File: src/rtl/lm_pkg.sv
package lm_pkg;

  typedef enum logic [2:0] {
    MODE_LEG16  = 3'd0,
    MODE_LEG32  = 3'd1,
    MODE_CMP16  = 3'd2,
    MODE_CMP32  = 3'd3,
    MODE_LONG64 = 3'd4,
    MODE_RSVD   = 3'd7
  } exec_mode_e;

  localparam logic [1:0] SZ16   = 2'd0;
  localparam logic [1:0] SZ32   = 2'd1;
  localparam logic [1:0] SZ64   = 2'd2;
  localparam logic [1:0] SZNONE = 2'd3;

  typedef struct packed {
    logic pg;
    logic pae;
    logic lme;
  } ctl_req_t;

  function automatic exec_mode_e mode_of(input logic act, input logic l, input logic d);
    if (!act)          return d ? MODE_LEG32 : MODE_LEG16;
    else if (!l)       return d ? MODE_CMP32 : MODE_CMP16;
    else if (!d)       return MODE_LONG64;
    else               return MODE_RSVD;
  endfunction

  function automatic logic [1:0] opsz_of(input exec_mode_e m);
    case (m)
      MODE_LEG16, MODE_CMP16:              return SZ16;
      MODE_LEG32, MODE_CMP32, MODE_LONG64: return SZ32;
      default:                             return SZNONE;
    endcase
  endfunction

  function automatic logic [1:0] adsz_of(input exec_mode_e m);
    case (m)
      MODE_LEG16, MODE_CMP16: return SZ16;
      MODE_LEG32, MODE_CMP32: return SZ32;
      MODE_LONG64:            return SZ64;
      default:                return SZNONE;
    endcase
  endfunction

endpackage

File: src/rtl/lm_write_rules.sv
module lm_write_rules
  import lm_pkg::*;
#(
  parameter int TYPE_W = 4,
  parameter logic [TYPE_W-1:0] TSS16_TYPE = 4'h3
) (
  input  logic              cur_pg,
  input  logic              cur_pae,
  input  logic              cur_lme,
  input  logic              cur_lma,
  input  ctl_req_t          req,
  input  logic              seg_l,
  input  logic [TYPE_W-1:0] tr_type,
  output logic              activating,
  output logic              v_lme_chg,
  output logic              v_pae_order,
  output logic              v_pae_clear,
  output logic              v_seg_l,
  output logic              v_tss,
  output logic              reject
);

  logic pg_turning_on;

  always_comb begin
    pg_turning_on = !cur_pg && req.pg;
    activating    = pg_turning_on && req.lme;
    v_lme_chg     = cur_pg && (cur_lme != req.lme);
    v_pae_order   = pg_turning_on && req.lme && !req.pae;
    v_pae_clear   = cur_lma && cur_pae && !req.pae;
    v_seg_l       = activating && seg_l;
    v_tss         = activating && (tr_type != TSS16_TYPE);
    reject        = v_lme_chg | v_pae_order | v_pae_clear | v_seg_l | v_tss;
  end

endmodule

File: src/rtl/lm_ctrl_regs.sv
module lm_ctrl_regs
  import lm_pkg::*;
(
  input  logic     clk,
  input  logic     rst,
  input  logic     wr_en,
  input  ctl_req_t req,
  input  logic     reject,
  output logic     pg,
  output logic     pae,
  output logic     lme,
  output logic     lma,
  output logic     gp_fault
);

  logic commit;
  logic refuse;

  assign commit = wr_en && !reject;
  assign refuse = wr_en && reject;

  always_ff @(posedge clk) begin
    if (rst) begin
      pg       <= 1'b0;
      pae      <= 1'b0;
      lme      <= 1'b0;
      lma      <= 1'b0;
      gp_fault <= 1'b0;
    end else begin
      gp_fault <= refuse;
      if (commit) begin
        pg  <= req.pg;
        pae <= req.pae;
        lme <= req.lme;
        lma <= req.pg && req.lme;
      end
    end
  end


  fault_freezes_bits_chk: assert property (@(posedge clk) disable iff (rst)
    gp_fault |-> $stable({pg, pae, lme, lma}));


  idle_holds_bits_chk: assert property (@(posedge clk) disable iff (rst)
    (!$past(wr_en) && !$past(rst)) |-> $stable({pg, pae, lme, lma}));


  active_needs_paging_chk: assert property (@(posedge clk) disable iff (rst)
    lma |-> (pg && lme));


  active_needs_pae_chk: assert property (@(posedge clk) disable iff (rst)
    lma |-> pae);


  lme_locked_chk: assert property (@(posedge clk) disable iff (rst)
    ($past(pg) && pg && !$past(rst)) |-> $stable(lme));

endmodule

File: src/rtl/lm_mode_decode.sv
module lm_mode_decode
  import lm_pkg::*;
(
  input  logic       clk,
  input  logic       rst,
  input  logic       cs_ld,
  input  logic       cs_l_in,
  input  logic       cs_d_in,
  input  logic       lma,
  output logic       seg_l,
  output logic [2:0] mode,
  output logic [1:0] op_size,
  output logic [1:0] addr_size,
  output logic       cs_invalid
);

  logic       seg_d;
  exec_mode_e cur_mode;

  always_ff @(posedge clk) begin
    if (rst) begin
      seg_l <= 1'b0;
      seg_d <= 1'b0;
    end else if (cs_ld) begin
      seg_l <= cs_l_in;
      seg_d <= cs_d_in;
    end
  end

  always_comb begin
    cur_mode   = mode_of(lma, seg_l, seg_d);
    mode       = cur_mode;
    op_size    = opsz_of(cur_mode);
    addr_size  = adsz_of(cur_mode);
    cs_invalid = (cur_mode == MODE_RSVD);
  end


  invalid_only_long_chk: assert property (@(posedge clk) disable iff (rst)
    cs_invalid |-> (lma && op_size == SZNONE && addr_size == SZNONE));


  legacy_no_64_chk: assert property (@(posedge clk) disable iff (rst)
    !lma |-> (addr_size != SZ64 && !cs_invalid));


  wide_addr_chk: assert property (@(posedge clk) disable iff (rst)
    (addr_size == SZ64) |-> (lma && op_size == SZ32));

endmodule

File: src/rtl/lm_transition_ctl.sv
module lm_transition_ctl
  import lm_pkg::*;
#(
  parameter int TYPE_W = 4,
  parameter logic [TYPE_W-1:0] TSS16_TYPE = 4'h3
) (
  input  logic              clk,
  input  logic              rst,
  input  logic              wr_en,
  input  logic              wr_pg,
  input  logic              wr_pae,
  input  logic              wr_lme,
  input  logic              cs_ld,
  input  logic              cs_l_in,
  input  logic              cs_d_in,
  input  logic [TYPE_W-1:0] tr_type,
  output logic              pg,
  output logic              pae,
  output logic              lme,
  output logic              lma,
  output logic              gp_fault,
  output logic [2:0]        mode,
  output logic [1:0]        op_size,
  output logic [1:0]        addr_size,
  output logic              cs_invalid
);

  ctl_req_t req;
  logic     seg_l;
  logic     activating;
  logic     v_lme_chg, v_pae_order, v_pae_clear, v_seg_l, v_tss;
  logic     reject;

  assign req = '{pg: wr_pg, pae: wr_pae, lme: wr_lme};

  lm_write_rules #(.TYPE_W(TYPE_W), .TSS16_TYPE(TSS16_TYPE)) u_rules (
    .cur_pg(pg), .cur_pae(pae), .cur_lme(lme), .cur_lma(lma),
    .req(req), .seg_l(seg_l), .tr_type(tr_type),
    .activating(activating),
    .v_lme_chg(v_lme_chg), .v_pae_order(v_pae_order), .v_pae_clear(v_pae_clear),
    .v_seg_l(v_seg_l), .v_tss(v_tss), .reject(reject)
  );

  lm_ctrl_regs u_regs (
    .clk(clk), .rst(rst), .wr_en(wr_en), .req(req), .reject(reject),
    .pg(pg), .pae(pae), .lme(lme), .lma(lma), .gp_fault(gp_fault)
  );

  lm_mode_decode u_dec (
    .clk(clk), .rst(rst), .cs_ld(cs_ld), .cs_l_in(cs_l_in), .cs_d_in(cs_d_in),
    .lma(lma), .seg_l(seg_l), .mode(mode), .op_size(op_size),
    .addr_size(addr_size), .cs_invalid(cs_invalid)
  );


  seg_l_blocks_entry_chk: assert property (@(posedge clk) disable iff (rst)
    (wr_en && activating && seg_l) |=> (gp_fault && !lma));


  tss_blocks_entry_chk: assert property (@(posedge clk) disable iff (rst)
    (wr_en && activating && tr_type != TSS16_TYPE) |=> (gp_fault && !lma));


  pae_held_chk: assert property (@(posedge clk) disable iff (rst)
    (wr_en && lma && !wr_pae) |=> (pae && gp_fault));

endmodule

File: config.mk
export PLATFORM = sky130hd
export DESIGN_NAME = lm_transition_ctl
export DESIGN_NICKNAME = d
export VERILOG_FILES = /design/src/rtl/lm_pkg.sv /design/src/rtl/lm_write_rules.sv /design/src/rtl/lm_ctrl_regs.sv /design/src/rtl/lm_mode_decode.sv /design/src/rtl/lm_transition_ctl.sv
export SDC_FILE = /design/constraint.sdc
export NUM_CORES = 1
export LEC_CHECK = 0
export BUFFER_PORTS_ARGS = -buffer_cell sky130_fd_sc_hd__buf_2
export CELL_PAD_IN_SITES_DETAIL_PLACEMENT = 1
export CELL_PAD_IN_SITES_GLOBAL_PLACEMENT = 1
export CORE_MARGIN = 5
export CORE_UTILIZATION = 29
export CTS_CLUSTER_DIAMETER = 120
export DETAILED_ROUTE_END_ITERATION = 10
export GPL_ROUTABILITY_DRIVEN = 1
export PLACE_DENSITY_LB_ADDON = 0.1
export SLEW_MARGIN = 30
export SYNTH_ARGS = -nofsm -noshare
export SYNTH_HDL_FRONTEND = slang
export SYNTH_SLANG_ARGS = --single-unit
File: constraint.sdc
create_clock -name clk -period 3.3 [get_ports clk]
set_clock_uncertainty 0.1 [all_clocks]
set_input_delay 0.165 -clock clk [delete_from_list [all_inputs] [get_ports clk]]
set_output_delay 0.165 -clock clk [all_outputs]
set_load 0.02 [all_outputs]
=== Word-level counts from Yosys, hierarchy flattened ===
Index checks and enable logic that the tools add are counted.

* Equal/unequal tests: 7
* Muxes and demuxes: 7
* Bitwise operators: 4
* Reduce and logical (&&, ||, !) cells: 18

{| class="wikitable"
|+ Operators with widths
! cell !! number
|-
| logical AND 1 bit || 11
|-
| equality test 3 x 2 -> 1 bit (second input constant) || 2
|-
| equality test 3 bit (second input constant) || 2
|-
| two-way mux 3 bit || 2
|-
| one-hot mux 2 bit (3 select lines) || 1
|-
| != test 4 x 2 -> 1 bit (second input constant) || 1
|-
| bitwise OR 1 bit || 4
|-
| one-hot mux 2 bit (2 select lines) || 1
|-
| OR reduction 2 bit || 2
|-
| equality test 3 x 1 -> 1 bit (second input constant) || 1
|-
| zero test 1 bit || 3
|-
| zero test 3 bit || 1
|-
| OR reduction 3 bit || 1
|-
| two-way mux 1 bit || 2
|-
| two-way mux 2 bit || 1
|-
| != test 1 bit || 1
|}

* Register bits: 7
* Input port bits: 13
* Output and inout bits: 13
* Logic and storage cells: 43

=== Longest topological paths before layout ===
Gate-level depths: netlist (run 1).

* Word-level depth: 10
* Gate-level depth with buffers: 4
* Mapped depth without buffers: 4

=== Modules after synthesis ===
Synthesis (run 1) repeated with hierarchy kept, for this count alone.

* Cell total of the unflattened synthesis: 46
* Area total of the unflattened synthesis: 381.6 sq um

{| class="wikitable"
|+ By module, submodules not included
! module !! instances !! cells each !! area each (sq um) !! sequential area each (sq um)
|-
| lm_ctrl_regs || 1 || 18 || 176.4 || 100.1
|-
| lm_mode_decode || 1 || 15 || 127.6 || 40.0
|-
| lm_write_rules || 1 || 13 || 77.6 || 0.0
|}

=== Least setup slack after synthesis (run 1) ===
OpenSTA, ideal clock, no wires.

* Path type: flip-flop to flip-flop
* Start point: register u_regs.lme
* End point: register u_regs.lma
* Arrival time: 1192 ps
* Required time: 3128 ps
* Slack: 1936 ps
* Stages on the path, launching flop included: 5
* Path through: dfxtp_1 xor2_1 o2bb2ai_1 nor3b_4 mux2i_1

* Longest elaborated chain between the ends: 8

{| class="wikitable"
|+ Ends and longest elaborated chain
! item !! line !! text
|-
| start: declaration || lm_ctrl_regs.sv:11 || <nowiki>output logic lme,</nowiki>
|-
| start signal: assignment || lm_ctrl_regs.sv:34 || <nowiki>lme <= req.lme;</nowiki>
|-
| != test 1 bit || lm_write_rules.sv:28 || <nowiki>v_lme_chg = cur_pg && (cur_lme != req.lme);</nowiki>
|-
| logical AND 1 bit || lm_write_rules.sv:28 ||
|-
| bitwise OR 1 bit (4 in series) || lm_write_rules.sv:33 || <nowiki>reject = v_lme_chg | v_pae_order | v_pae_clear | v_seg_l | v_tss;</nowiki>
|-
| zero test 1 bit || lm_ctrl_regs.sv:19 || <nowiki>assign commit = wr_en && !reject;</nowiki>
|-
| logical AND 1 bit || lm_ctrl_regs.sv:19 ||
|-
| end signal: assignment || lm_ctrl_regs.sv:35 || <nowiki>lma <= req.pg && req.lme;</nowiki>
|-
| end: declaration || lm_ctrl_regs.sv:12 || <nowiki>output logic lma,</nowiki>
|}

No other way between the ends.
A chain may end at the register's enable or synchronous reset.

=== Worst setup path in the final report (run 1) ===
* Start point: register u_dec.seg_l
* End point: output op_size[0]

* Longest elaborated chain between the ends: 5

{| class="wikitable"
|+ Ends and longest elaborated chain
! item !! line !! text
|-
| start: declaration || lm_mode_decode.sv:10 || <nowiki>output logic seg_l,</nowiki>
|-
| start signal: assignment || lm_mode_decode.sv:25 || <nowiki>seg_l <= cs_l_in;</nowiki>
|-
| two-way mux 3 bit * || lm_pkg.sv:25 || <nowiki>else if (!l) return d ? MODE_CMP32 : MODE_CMP16;</nowiki>
|-
| two-way mux 3 bit * || lm_pkg.sv:24 || <nowiki>if (!act) return d ? MODE_LEG32 : MODE_LEG16;</nowiki>
|-
| equality test 3 x 1 -> 1 bit, or another cell as far along || lm_pkg.sv:31 || <nowiki>case (m)</nowiki>
|-
| OR reduction 3 bit / OR reduction 2 bit (equally long branches) || lm_pkg.sv:31 ||
|-
| one-hot mux 2 bit (2 select lines) * || lm_pkg.sv:31 ||
|-
| end: declaration || lm_transition_ctl.sv:23 || <nowiki>output logic [1:0] op_size,</nowiki>
|}

Every way passes the cells marked *; elsewhere a longest branch is shown, timed or not.

==> results of run 1 <==
-- sequential cells by signal, indices dropped and copies added, names as in the netlist --
| signal | count |
|---|---|
| u_dec.seg_l | 1 |
| u_dec.seg_d | 1 |
| u_regs.pg | 1 |
| u_regs.gp_fault | 1 |
| u_regs.pae | 1 |
| u_regs.lma | 1 |
| u_regs.lme | 1 |
-- where the power goes --
group          switching, mW  internal [mW]  total (mW)
Sequential           0.00510         0.0898      0.0949
Clock                 0.0360         0.0445      0.0805
Combinational         0.0238         0.0218      0.0456
Total                 0.0650          0.156       0.221
-- cell usage in the layout (no fill, tap or decap) --
master	synthesis	layout
buf_2	1	25
dfxtp_1	7	7
mux2i_1	6	6
nor2_1	4	4
nand2b_1	4	4
or2b_1	3	3
clkbuf_4	0	3
and2_2	2	2
and3_2	2	2
nand2_1	2	2
inv_1	1	1
a21boi_0	1	1
and4b_1	1	1
a211oi_2	1	1
xor2_1	1	1
o2bb2ai_1	1	1
nor3b_4	1	1
nor3b_1	1	1
nand3b_1	1	1
or2_2	1	1
clkinv_2	0	1
-- worst max-delay path, stage by stage (launching register included) --
cell and delay [ns]:
dfxtp_1 0.35, and2_2 0.21, or2_2 0.26, buf_2 0.16
-- Yosys cell counts --
| master | count | share of area |
|---|---|---|
| nand2b_1 | 4 | 0.061 |
| nor2_1 | 4 | 0.037 |
| a21boi_0 | 1 | 0.018 |
| nand3b_1 | 1 | 0.018 |
| and3_2 | 2 | 0.037 |
| dfxtp_1 | 7 | 0.34 |
| nor3b_4 | 1 | 0.046 |
| clkbuf_1 | 1 | 0.0092 |
| a211oi_2 | 1 | 0.031 |
| or2_2 | 1 | 0.015 |
| and4b_1 | 1 | 0.025 |
| mux2i_1 | 6 | 0.15 |
| buf_4 | 1 | 0.018 |
| nand2_1 | 2 | 0.018 |
| and2_2 | 2 | 0.037 |
| buf_2 | 1 | 0.012 |
| nor3b_1 | 1 | 0.018 |
| inv_1 | 1 | 0.0092 |
| or2b_1 | 3 | 0.055 |
| xor2_1 | 1 | 0.021 |
| o2bb2ai_1 | 1 | 0.021 |
-- per-stage QoR --
step | std cells | power [mW] | utilization | setup WS (ns) | hold slack (ns)
6_report | 84 | 0.221 | 0.427 | 1.79 | 0.0399
5_1_grt | 84 | 0.240 | 0.427 | 1.70 | 0.0533
4_1_cts | 84 | 0.226 | 0.427 | 1.78 | 0.0409
3_5_place_dp | 80 | 0.144 | 0.406 | 1.84 | 0.316
3_3_place_gp | 80 | 0.143 | 0.406 | 1.86 | 0.311
2_1_floorplan | 43 | 0.126 | - | 1.94 | 0.212
-- kinds of logic (layout without fill, tap and decap cells) --
kind of cell              after synthesis  count (layout)  synth area share
and+or+nand+nor                        22              22             0.368
DFF                                     7               7             0.344
muxes                                   6               6             0.147
buffers and inverters                   4              30            0.0491
AOI/OAI and AO/OA                       3               3            0.0706
xor gates and xnor gates                1               1            0.0215
-- area by class of cell --
class | count | area share
Clock inverter | 1 | 0.00889
Multi-Input combinational cell | 32 | 0.440
Timing Repair Buffer | 25 | 0.222
Inverter | 1 | 0.00667
Tap cell | 15 | 0.0333
Sequential cell | 7 | 0.249
Clock buffer | 3 | 0.0400
-- per-layer routing --
metal  routed length, um  vias up  GRT usage
met1                 421      170      0.116
met3                  96        0     0.0827
met5                   0        -          0
met2                 490       11      0.155
li1                    -      196          -
met4                   0        0     0.0331
-- worst max-delay path by stage --
stage	endpoint	cells past startpoint	slack [ns]	start
3_3_place_gp	u_regs.lma	4	1.86	u_dec.seg_l
5_1_grt	op_size[0]	3	1.70	u_regs.lma
2_1_floorplan	u_regs.lma	4	1.94	u_regs.lme
4_1_cts	op_size[0]	3	1.78	u_dec.seg_l
3_5_place_dp	u_regs.lma	4	1.84	u_dec.seg_l
6_report	op_size[0]	3	1.79	u_dec.seg_l
==> impl_metrics.yaml, run 1 <==
hold_path:
  holdPathEnd: "u_dec.seg_d"
  hp-start: "cs_d_in"
  hold_path_class: "in2reg"
  min_delay_path_depth: 3
layout:
  drive_above_1_share: 0.522
  area_growth_pct: 38.0
  seqCellArea_um2: 140
  multi_input_area_um2: 248
  n_fill_cell: 181
  diodes: 0
  final_area_um2: 563
  nNetsFinal: 83
cts:
  cts_sinks: 7
  htree_levels: 1
  clock_latency_ns: 0.26
  cts_resized: 0
  clk_pin_slew_ns: 0.06
  cts_hold_buf: 0
  cts_tree: "built"
  cts_buffer_depth: 2
  cts-root-buf: "clkbuf_4"
  cts_setup_buffers: 0
  cts_made_buffers: 3
routing:
  drc_errors: 0
  wirelength_um: 1010
  avgRoutedWirePerCell_um: 12.0
  antenna_left: 0
  via_per_inst: 4.49
  drt_pass1_iterations: 4
  drtIter0Drc: 1
  vias: 377
logic_synthesis:
  ys_types: 21
  synth_warnings: 0
  syn_area_per_cell_um2: 9.49
  mappedNetlistNets: 56
  ys_seq_elements: 7
  ys_seq_area_frac: 0.344
  netlist_area_um2: 408
  synthCells: 43
global_routing:
  antenna_found_initial: 0
  grt_pass1_wl_um: 1580
  grt_overflow: 0
  grt_max_degree: 12
  grt_pass1_vias: 385
  grt_usage: 0.105
pwr:
  powerDensity_mw_per_mm2: 393
  leakage_nw: 0.297
  ir_drop_uv: 190
timing:
  relSlewSlack: 0.790
  tightest_slew_ns: 0.314
  period_needed_ns: 1.51
  post-route-period-util: 0.457
  tns_ns: 0
  grt_setup_unrepaired: "no"
  maxClockFrequency_mhz: 663
  final-hold-violation-count: 0
  finalSetupViolations: 0
  final_max_slew_viol_count: 0
status:
  outcome: "finished, final reports clean"
run:
  cap_violations: 0
floorplan:
  io_pins: 26
  row_count: 13
  start_util: 0.310
  die_h_um: 47.5
  dieArea_mm2: 0.00226
  core_mm2: 0.00132
  die_x_um: 47.5
critical_path:
  reg2reg_depth: 4
  crit-reg2reg-launch: "u_dec.seg_l"
  crit_path_start_kind: "register"
  cp-end-kind: "primary output"
  crit-reg2reg-capture: "u_regs.pae"
  reg2reg_slack_ns: 1.84
  worstSetupPathType: "reg2out"
  arrival_ns: 1.24
  worstPathRequired_ns: 3.03
  path_max_fanout: 7
place:
  hpwl_um: 841
  gp_routability_congestion: 0.628
  place_area_um2: 536
  numPortBuffers: 25
(Power assumes the default switching activity.)
==> inputs of run 2 (changes only) <==
ABC_AREA = 1   (was unset)
CORE_UTILIZATION = 25   (was 29)
clock period = 1.4 ns   (was 3.3 ns; I/O delays follow)
==> impl_metrics.yaml, run 2 <==
logic_synthesis:
  synth_most_common_cell: "inv_1"
  ys_seq_area_frac: 0.335
  synthCells: 67
  syn_area_per_cell_um2: 6.24
  ys_top_cells_by_area: "dfxtp_1 (34%), inv_1 (17%), nor2_1 (11%)"
  synth_warnings: 0
  synth_common_cells: "inv_1 (19), nor2_1 (12), nand2_1 (11)"
  mappedNetlistNets: 80
  synth_ff_type: "dfxtp_1"
  ys_types: 13
  synth_edf_count: 0
  netlist_area_um2: 418
  synthArstFlopShare: 0
  synth.top_cell.area_share: 0.335
  ys_seq_elements: 7
  yosysTopAreaCell: "dfxtp_1"
critical_path:
  crit_chain: "inv_1 -> nand3_1 -> nand2_1 -> nand2_2 -> nand4_4 -> o21bai_1 -> nor2_1"
  path_max_fanout: 8
  worstSetupPathType: "reg2reg"
  slowest_stage: "dfxtp_1"
  cp_slowest_stage_delay_ns: 0.33
  crit_path_start_kind: "register"
  arrival_ns: 1.26
  reg2reg_depth: 7
  cp-end-kind: "register"
  worstPathRequired_ns: 1.44
timing:
  finalSetupViolations: 0
  maxClockFrequency_mhz: 818
  setup_slack_ns: 0.177
  grt_setup_unrepaired: "no"
  final_max_slew_viol_count: 0
  relSlewSlack: 0.893
  tightest_slew_ns: 0.160
  fin_hold_ws_ns: -0.00257
  period_needed_ns: 1.22
  tns_ns: 0
  final-hold-violation-count: 1
  post-route-period-util: 0.873
run:
  cap_violations: 0
layout:
  seqCellArea_um2: 140
  multi_input_area_um2: 195
  layout_common_cells: "buf_2 (25), inv_1 (19), nor2_1 (12)"
  area_growth_pct: 45.5
  drive_above_1_share: 0.340
  nNetsFinal: 111
  n_fill_cell: 219
  diodes: 0
  layout_commonest_cell: "buf_2"
routing:
  wirelength_um: 1230
  via_per_inst: 4.23
  drtIter0Drc: 5
  antenna_left: 0
  vias: 478
  drc_errors: 0
  drt_pass1_iterations: 4
  avgRoutedWirePerCell_um: 10.9
global_routing:
  grt_usage: 0.106
  grtUsageMet1: 0.130
  grt_max_degree: 9
  use_met2: 0.165
  grt_overflow: 0
  grt_busiest_layer: "met2"
  grt_pass1_vias: 489
  antenna_found_initial: 0
  use_met3: 0.0436
  grt_pass1_wl_um: 2170
place:
  post-place-ws_ns: 0.181
  numPortBuffers: 25
  gp_routability_congestion: 0.702
  hpwl_um: 1010
pwr:
  p_comb_frac: 0.288
  p_sw_mw: 0.198
  p_seq_frac: 0.392
  clkPwrFrac: 0.320
  leakage_nw: 0.395
  powerDensity_mw_per_mm2: 970
  ir_drop_uv: 634
  switching_share: 0.336
  total_power_mw: 0.590
  p_int_mw: 0.392
cts:
  cts_made_buffers: 3
  cts_buffer_depth: 2
  cts_resized: 0
  clock_latency_ns: 0.25
  cts_sinks: 7
  clk_pin_slew_ns: 0.06
  cts-root-buf: "clkbuf_4"
  htree_levels: 1
  cts_tree: "built"
  cts_hold_buf: 3
  cts_setup_buffers: 0
status:
  violations: "hold timing"
  outcome: "complete, but fails checks"
floorplan:
  die_x_um: 50.9
  dieArea_mm2: 0.00259
  io_pins: 26
  core_mm2: 0.00154
  die_h_um: 50.9
  start_util: 0.271
  row_count: 14
hold_path:
  hold_path_class: "in2reg"
  min_delay_path_depth: 3
[run 2: area by class of cell]
cell class,count,area share
multi-input cells,39,0.321
repair buffers,28,0.255
flip-flops and latches,7,0.230
inverters,19,0.117
clock buffers,4,0.0432
well taps,16,0.0329
[run 2: routing by layer]
layer / vias to the layer above / part of all wire
li1: 255 / -
met1: 208 / 0.46
met2: 13 / 0.44
met3: 2 / 0.086
met4: 0 / 0.0097
met5: - / 0
[run 2: worst max-delay path, delay by kind of cell (launching register included)]
family	cells	cell delay [ns]
compound gates	1	0.16
buf+inv	1	0.07
simple gates	5	0.44
flops	1	0.33
[run 2: final timing paths]
path	slack, ns	to	startpoint
worst max-delay path	0.18	u_regs.lma	u_regs.pg
worst min-delay path	-0.003	u_dec.seg_d	cs_d_in
worst max register to register	0.18	u_regs.lma	u_regs.pg
worst min register to register	0.45	u_regs.pae	u_regs.pae
[run 2: power groups by stage]
| stage | combinational (mW) | clock, mW | sequential [mW] |
|---|---|---|---|
| global route | 0.192 | 0.215 | 0.235 |
| global placement | 0.164 | 0 | 0.235 |
| floorplan | 0.0922 | 0 | 0.249 |
| detailed placement | 0.165 | 0 | 0.236 |
| finish | 0.170 | 0.188 | 0.231 |
| CTS | 0.172 | 0.194 | 0.231 |
[run 2: stage by stage]
stage / instances / area, um^2 / hold WS, ns / utilization
4_1_cts: 113 / 608 / 0.00277 / 0.394
6_report: 113 / 608 / -0.00257 / 0.394
2_1_floorplan: 67 / 418 / 0.0958 / -
5_1_grt: 113 / 608 / 0.00422 / 0.394
3_5_place_dp: 106 / 552 / 0.215 / 0.358
3_3_place_gp: 106 / 552 / 0.200 / 0.358
[run 2: logic make-up after synthesis]
logic type	count (synthesis)	synth area share
buffers and inverters	21	0.198
DFF	7	0.335
and+or+nand+nor	32	0.365
AOI/OAI and AO/OA	7	0.102
